--- src/rtl/cbd_pkg.sv ---
package cbd_pkg;

  localparam int unsigned CBD_LEN_W_DEF = 3;
  localparam int unsigned CBD_CNT_W_DEF = 3;

  typedef enum logic [1:0] {
    BK_DATA = 2'd0,
    BK_DYN  = 2'd1,
    BK_FIX  = 2'd2
  } bit_kind_e;

  // Fixed rule owns the bit whenever fixed mode is on (gives it priority).
  function automatic bit_kind_e classify(input logic fixed_on,
                                         input logic fix_hit,
                                         input logic dyn_hit);
    if (fixed_on) return fix_hit ? BK_FIX : BK_DATA;
    return dyn_hit ? BK_DYN : BK_DATA;
  endfunction

  // A stuff bit must invert the bit before it.
  function automatic logic polarity_bad(input logic have_prev,
                                        input logic bit_now,
                                        input logic bit_last);
    return have_prev && (bit_now == bit_last);
  endfunction

endpackage

--- src/rtl/cbd_fix_edge.sv ---
module cbd_fix_edge (
  input  logic clk,
  input  logic rst_n,
  input  logic clr,
  input  logic take,
  input  logic level,
  output logic rise
);
  logic seen_q;

  always_ff @(posedge clk or negedge rst_n) begin
    if (!rst_n)      seen_q <= 1'b0;
    else if (clr)    seen_q <= 1'b0;
    else if (take)   seen_q <= level;
  end

  assign rise = level & ~seen_q;
endmodule

--- src/rtl/cbd_run_track.sv ---
module cbd_run_track #(
  parameter int unsigned RUN_W = 4
) (
  input  logic             clk,
  input  logic             rst_n,
  input  logic             clr,
  input  logic             take,
  input  logic             bit_in,
  input  logic             restart,
  output logic [RUN_W-1:0] run_len,
  output logic             run_pol,
  output logic             have_prev
);
  localparam logic [RUN_W-1:0] RUN_MAX = {RUN_W{1'b1}};
  localparam logic [RUN_W-1:0] RUN_ONE = RUN_W'(1);

  function automatic logic [RUN_W-1:0] sat_inc(input logic [RUN_W-1:0] v);
    return (v == RUN_MAX) ? v : v + RUN_ONE;
  endfunction

  logic [RUN_W-1:0] len_q;
  logic             pol_q;

  always_ff @(posedge clk or negedge rst_n) begin
    if (!rst_n) begin
      len_q <= '0;
      pol_q <= 1'b1;
    end else if (clr) begin
      len_q <= '0;
      pol_q <= 1'b1;
    end else if (take) begin
      if (restart || (len_q == '0) || (bit_in != pol_q)) begin
        len_q <= RUN_ONE;
        pol_q <= bit_in;
      end else begin
        len_q <= sat_inc(len_q);
      end
    end
  end

  assign run_len   = len_q;
  assign run_pol   = pol_q;
  assign have_prev = (len_q != '0);
endmodule

--- src/rtl/cbd_fix_count.sv ---
module cbd_fix_count #(
  parameter int unsigned LEN_W = 3
) (
  input  logic             clk,
  input  logic             rst_n,
  input  logic             clr,
  input  logic             take,
  input  logic             fixed_on,
  input  logic             stuff_now,
  output logic [LEN_W-1:0] data_since
);
  logic [LEN_W-1:0] cnt_q;

  always_ff @(posedge clk or negedge rst_n) begin
    if (!rst_n)              cnt_q <= '0;
    else if (clr)            cnt_q <= '0;
    else if (take) begin
      if (!fixed_on)         cnt_q <= '0;
      else if (stuff_now)    cnt_q <= '0;
      else                   cnt_q <= cnt_q + LEN_W'(1);
    end
  end

  assign data_since = cnt_q;
endmodule

--- src/rtl/cbd_destuffer.sv ---
module cbd_destuffer
  import cbd_pkg::*;
#(
  parameter int unsigned LEN_W = CBD_LEN_W_DEF,
  parameter int unsigned CNT_W = CBD_CNT_W_DEF
) (
  input  logic             clk,
  input  logic             rst_n,
  input  logic             enable,
  input  logic             sample_strobe,
  input  logic             rx_bit,
  input  logic [LEN_W-1:0] stuff_len,
  input  logic             fixed_mode,
  output logic             data_out,
  output logic             destuffed,
  output logic             stuff_err,
  output logic [CNT_W-1:0] dyn_count
);
  localparam int unsigned RUN_W = LEN_W + 1;

  // Named internal events, visible to the bound checker.
  logic             take_bit;
  logic             clr_all;
  logic             fix_rise;
  logic [RUN_W-1:0] run_len;
  logic             run_pol;
  logic             have_prev;
  logic [LEN_W-1:0] fix_since;
  logic             dyn_hit;
  logic             fix_hit;
  bit_kind_e        kind;
  logic             is_stuff;
  logic             rule_broken;
  logic             dyn_removed;

  assign take_bit = enable & sample_strobe;
  assign clr_all  = ~enable;

  cbd_fix_edge u_edge (
    .clk   (clk),
    .rst_n (rst_n),
    .clr   (clr_all),
    .take  (take_bit),
    .level (fixed_mode),
    .rise  (fix_rise)
  );

  cbd_run_track #(.RUN_W(RUN_W)) u_run (
    .clk       (clk),
    .rst_n     (rst_n),
    .clr       (clr_all),
    .take      (take_bit),
    .bit_in    (rx_bit),
    .restart   (is_stuff),
    .run_len   (run_len),
    .run_pol   (run_pol),
    .have_prev (have_prev)
  );

  cbd_fix_count #(.LEN_W(LEN_W)) u_fix (
    .clk        (clk),
    .rst_n      (rst_n),
    .clr        (clr_all),
    .take       (take_bit),
    .fixed_on   (fixed_mode),
    .stuff_now  (is_stuff),
    .data_since (fix_since)
  );

  assign dyn_hit     = have_prev && (run_len == {1'b0, stuff_len});
  assign fix_hit     = fix_rise || (fix_since == stuff_len);
  assign kind        = classify(fixed_mode, fix_hit, dyn_hit);
  assign is_stuff    = (kind != BK_DATA);
  assign rule_broken = is_stuff && polarity_bad(have_prev, rx_bit, run_pol);
  assign dyn_removed = take_bit && (kind == BK_DYN);

  always_ff @(posedge clk or negedge rst_n) begin
    if (!rst_n) begin
      data_out  <= 1'b1;
      destuffed <= 1'b0;
      stuff_err <= 1'b0;
      dyn_count <= '0;
    end else if (clr_all) begin
      data_out  <= 1'b1;
      destuffed <= 1'b0;
      stuff_err <= 1'b0;
      dyn_count <= '0;
    end else if (take_bit) begin
      data_out  <= rx_bit;
      destuffed <= is_stuff;
      stuff_err <= rule_broken;
      if (dyn_removed) dyn_count <= dyn_count + CNT_W'(1);
    end else begin
      stuff_err <= 1'b0;
    end
  end
endmodule

--- config.mk ---
export PLATFORM = sky130hd
export DESIGN_NAME = cbd_destuffer
export DESIGN_NICKNAME = d
export VERILOG_FILES = /design/src/rtl/cbd_pkg.sv /design/src/rtl/cbd_fix_edge.sv /design/src/rtl/cbd_run_track.sv /design/src/rtl/cbd_fix_count.sv /design/src/rtl/cbd_destuffer.sv
export SDC_FILE = /design/constraint.sdc
export NUM_CORES = 1
export LEC_CHECK = 0
export ABC_AREA = 1
export BUFFER_PORTS_ARGS = -buffer_cell sky130_fd_sc_hd__buf_2
export CORE_AREA = 2 2 50 43
export DETAILED_ROUTE_END_ITERATION = 6
export DIE_AREA = 0 0 52 45
export GPL_ROUTABILITY_DRIVEN = 0
export PLACE_DENSITY = 0.74
export REMOVE_ABC_BUFFERS = 1
export SLEW_MARGIN = 25
export SYNTH_ARGS = -nofsm -noshare
export SYNTH_HDL_FRONTEND = slang
export SYNTH_SLANG_ARGS = --single-unit
--- constraint.sdc ---
create_clock -name clk -period 1.7 [get_ports clk]
set_input_delay 0.255 -clock clk [delete_from_list [all_inputs] [get_ports clk]]
set_output_delay 0.255 -clock clk [all_outputs]
set_load 0.005 [all_outputs]
==> metrics.cfg <==
[outcome]
status=completed

[layout]
area_delta_synth_final_pct=15.8
n_antenna_cell=0
fin_nets=152
drive_gt1_share_pct=26.8
final.fill_count=169
finalInstanceArea_um2=1090

[synth]
synthFlopType=dfrtp_1
ys_ff_latch=15
synth_edf_count=0
ys_warn_count=0
synth-compound-area-share_pct=6.91
yosys-top-cells-count=nand2_1 (35), inv_1 (14), dfrtp_1 (13)
yosys.area_share.simple_pct=35.8
ys_types=24
netlist_area_um2=941
async_flop_share_pct=100
yosys-top-cells-area=dfrtp_1 (35%), nand2_1 (14%), dfstp_2 (5.6%), inv_1 (5.6%), ha_1 (5.3%)
seq_area_frac_synth_pct=40.2
synth_xor_area_share_pct=4.65
yosysMostFrequentCell=nand2_1
yosys.area.top_type=dfrtp_1
synth.area.mux_share_pct=0
synth_top_family_by_area=simple AND/OR/NAND/NOR gates
synth_adder_area_share_pct=5.32
syn_inst=118
avgSynthCellArea_um2=7.97
synth_top_area_share_pct=34.6

[power]
peakVddDrop_uv=458
powerDensity_nw_per_um2=664
p_leak_nw=0.561

[route]
routedWlPerCell_um=11.7
route.vias.total=800
dr.pass1.iters=5
drc=0
vias_per_cell=4.94
wirelength_mm=1.89
first_iter_violations=11
postRouteAntennaNets=0

[clock_network]
clkLatencyLatePin_ps=280
clk_pin_slew_worst_paths_ps=90
htree_levels=1
cts_buffers=3
root_buffer=clkbuf_4
cts_tree=done
cts.sinks=15
clockBufferDepth=2

[grt]
grt_pass1_vias=788
antenna_found_initial=0
grt_usage_pct=20.2
grt_max_degree=16
grt_pass1_wl_mm=3.38
grt_overflow_total=0

[timing]
relSlewSlack_pct=75.9
worstMarginPinSlew_ps=360
maxSlewViolCount=0
fin_crit_ps=1550
min_period_over_period_pct=90.9
rsz0062_at_grt=no
fin_skew_ps=0.934
finalHoldViolations=0
finalSetupViolations=0
fmax_mhz=647
fin_tns_setup_ps=0

[critical_path]
critPathSlowestCell=dfrtp_1
required_ps=1880
critPathArrivalTime_ps=1730
crit_chain=inv_2, ha_1, nand3_2, inv_1, nor2_4, nand4_2, nand2_4, inv_2, nand2_1, nand2_1
max_stage_delay_ps=440
cp_max_fo=6
cp-end-kind=flip-flop
crit_type=flip-flop to flip-flop
startpoint_type=flip-flop

[floorplan]
rows=14
ios=15
die_h_um=45
fp.coreArea_um2=1800
die_w_um=52
die-area_um2=2340
start_util_pct=52.1

[place]
place_area_um2=1040
hpwlAfterDp_mm=1.49
io_buffers=14

[job]
maxCapViolations=0

[hold_path]
hold_path.class=input pin to flip-flop

==> worst max-delay path, delay by kind of cell (launching register included) <==
family | cells | cell delay, ps
fa+ha+maj | 1 | 190
buf+inv | 3 | 210
flops | 1 | 440
simple gates | 6 | 600
==> sequential cells by signal, indices dropped and copies added (netlist names) <==
| register | cells |
|---|---|
| u_run.run_len | 4 |
| dyn_count | 3 |
| u_fix.data_since | 3 |
| data_out | 1 |
| destuffed | 1 |
| stuff_err | 1 |
| u_edge.seen_q | 1 |
| u_run.run_pol | 1 |
==> layout make-up <==
class / instances / area [um^2] / area share, %
repair buffers: 17 / 95.1 / 8.73
inverters: 17 / 63.8 / 5.86
multi-input cells: 85 / 495 / 45.5
well taps: 24 / 30.0 / 2.76
flip-flops and latches: 15 / 379 / 34.8
clock buffers: 4 / 26.3 / 2.41
==> cell families after synthesis <==
group | count (synthesis)
compound gates | 11
xor+xnor | 5
fa+ha+maj | 4
buf+inv | 18
flops | 15
simple gates | 65
==> metrics by stage <==
stage	worst slack [ps]	power (mW)	hold slack, ps	util, %	instances
after global placement	169	0.511	178	57.5	155
after detailed placement	91.7	0.516	182	57.5	155
after CTS	75.8	0.728	241	59.5	160
after floorplan	254	0.471	-40.6	-	117
final	154	0.724	249	60.4	162
after global routing	0.421	0.763	262	60.4	162
==> cell usage in the layout (no fill, tap or decap), drive strengths merged <==
cell type / instances
a21oi: 1
inv: 17
o22a: 1
xnor2: 3
o21ai: 8
nand4: 4
nor3: 1
dfstp: 2
dfrtp: 13
dlygate4sd3: 1
nor2: 13
clkbuf: 4
nand3: 11
ha: 4
buf: 16
nand2: 36
o31ai: 1
xor2: 2
==> routing by layer <==
layer / up-vias / global-route usage [%] / share of wire, %
li1: 417 / - / -
met1: 362 / 25.1 / 46
met2: 19 / 32.7 / 48
met3: 2 / 6.29 / 4.4
met4: 0 / 8.95 / 1.3
met5: - / 0 / 0
==> final timing paths <==
kind | startpoint | end | slack (ps) | cells after the start
max | u_run.run_len[1] | u_run.run_len[3] | 150 | 10
min | rx_bit | data_out | 250 | 2
max reg2reg | u_run.run_len[1] | u_run.run_len[3] | 150 | 10
min reg2reg | u_run.run_pol | u_run.run_pol | 480 | 2
max in group asynchronous | rst_n | u_run.run_pol | 1010 | 2
min in group asynchronous | rst_n | u_fix.data_since[1] | 400 | 2
==> power by group <==
part,internal [mW],switching (mW)
Clock,0.0912,0.115
Sequential,0.373,0.0108
Combinational,0.0493,0.0839
Total,0.514,0.210
==> what timing repair did <==
action                                  4_1_cts  5_1_grt
setup buffers                                 0        2
endpoints found under the hold margin        13        0
resized for setup                             0        1
endpoints found under the setup margin        0        5
hold buffers                                  1        0
Power figures use the tool's default switching activity.
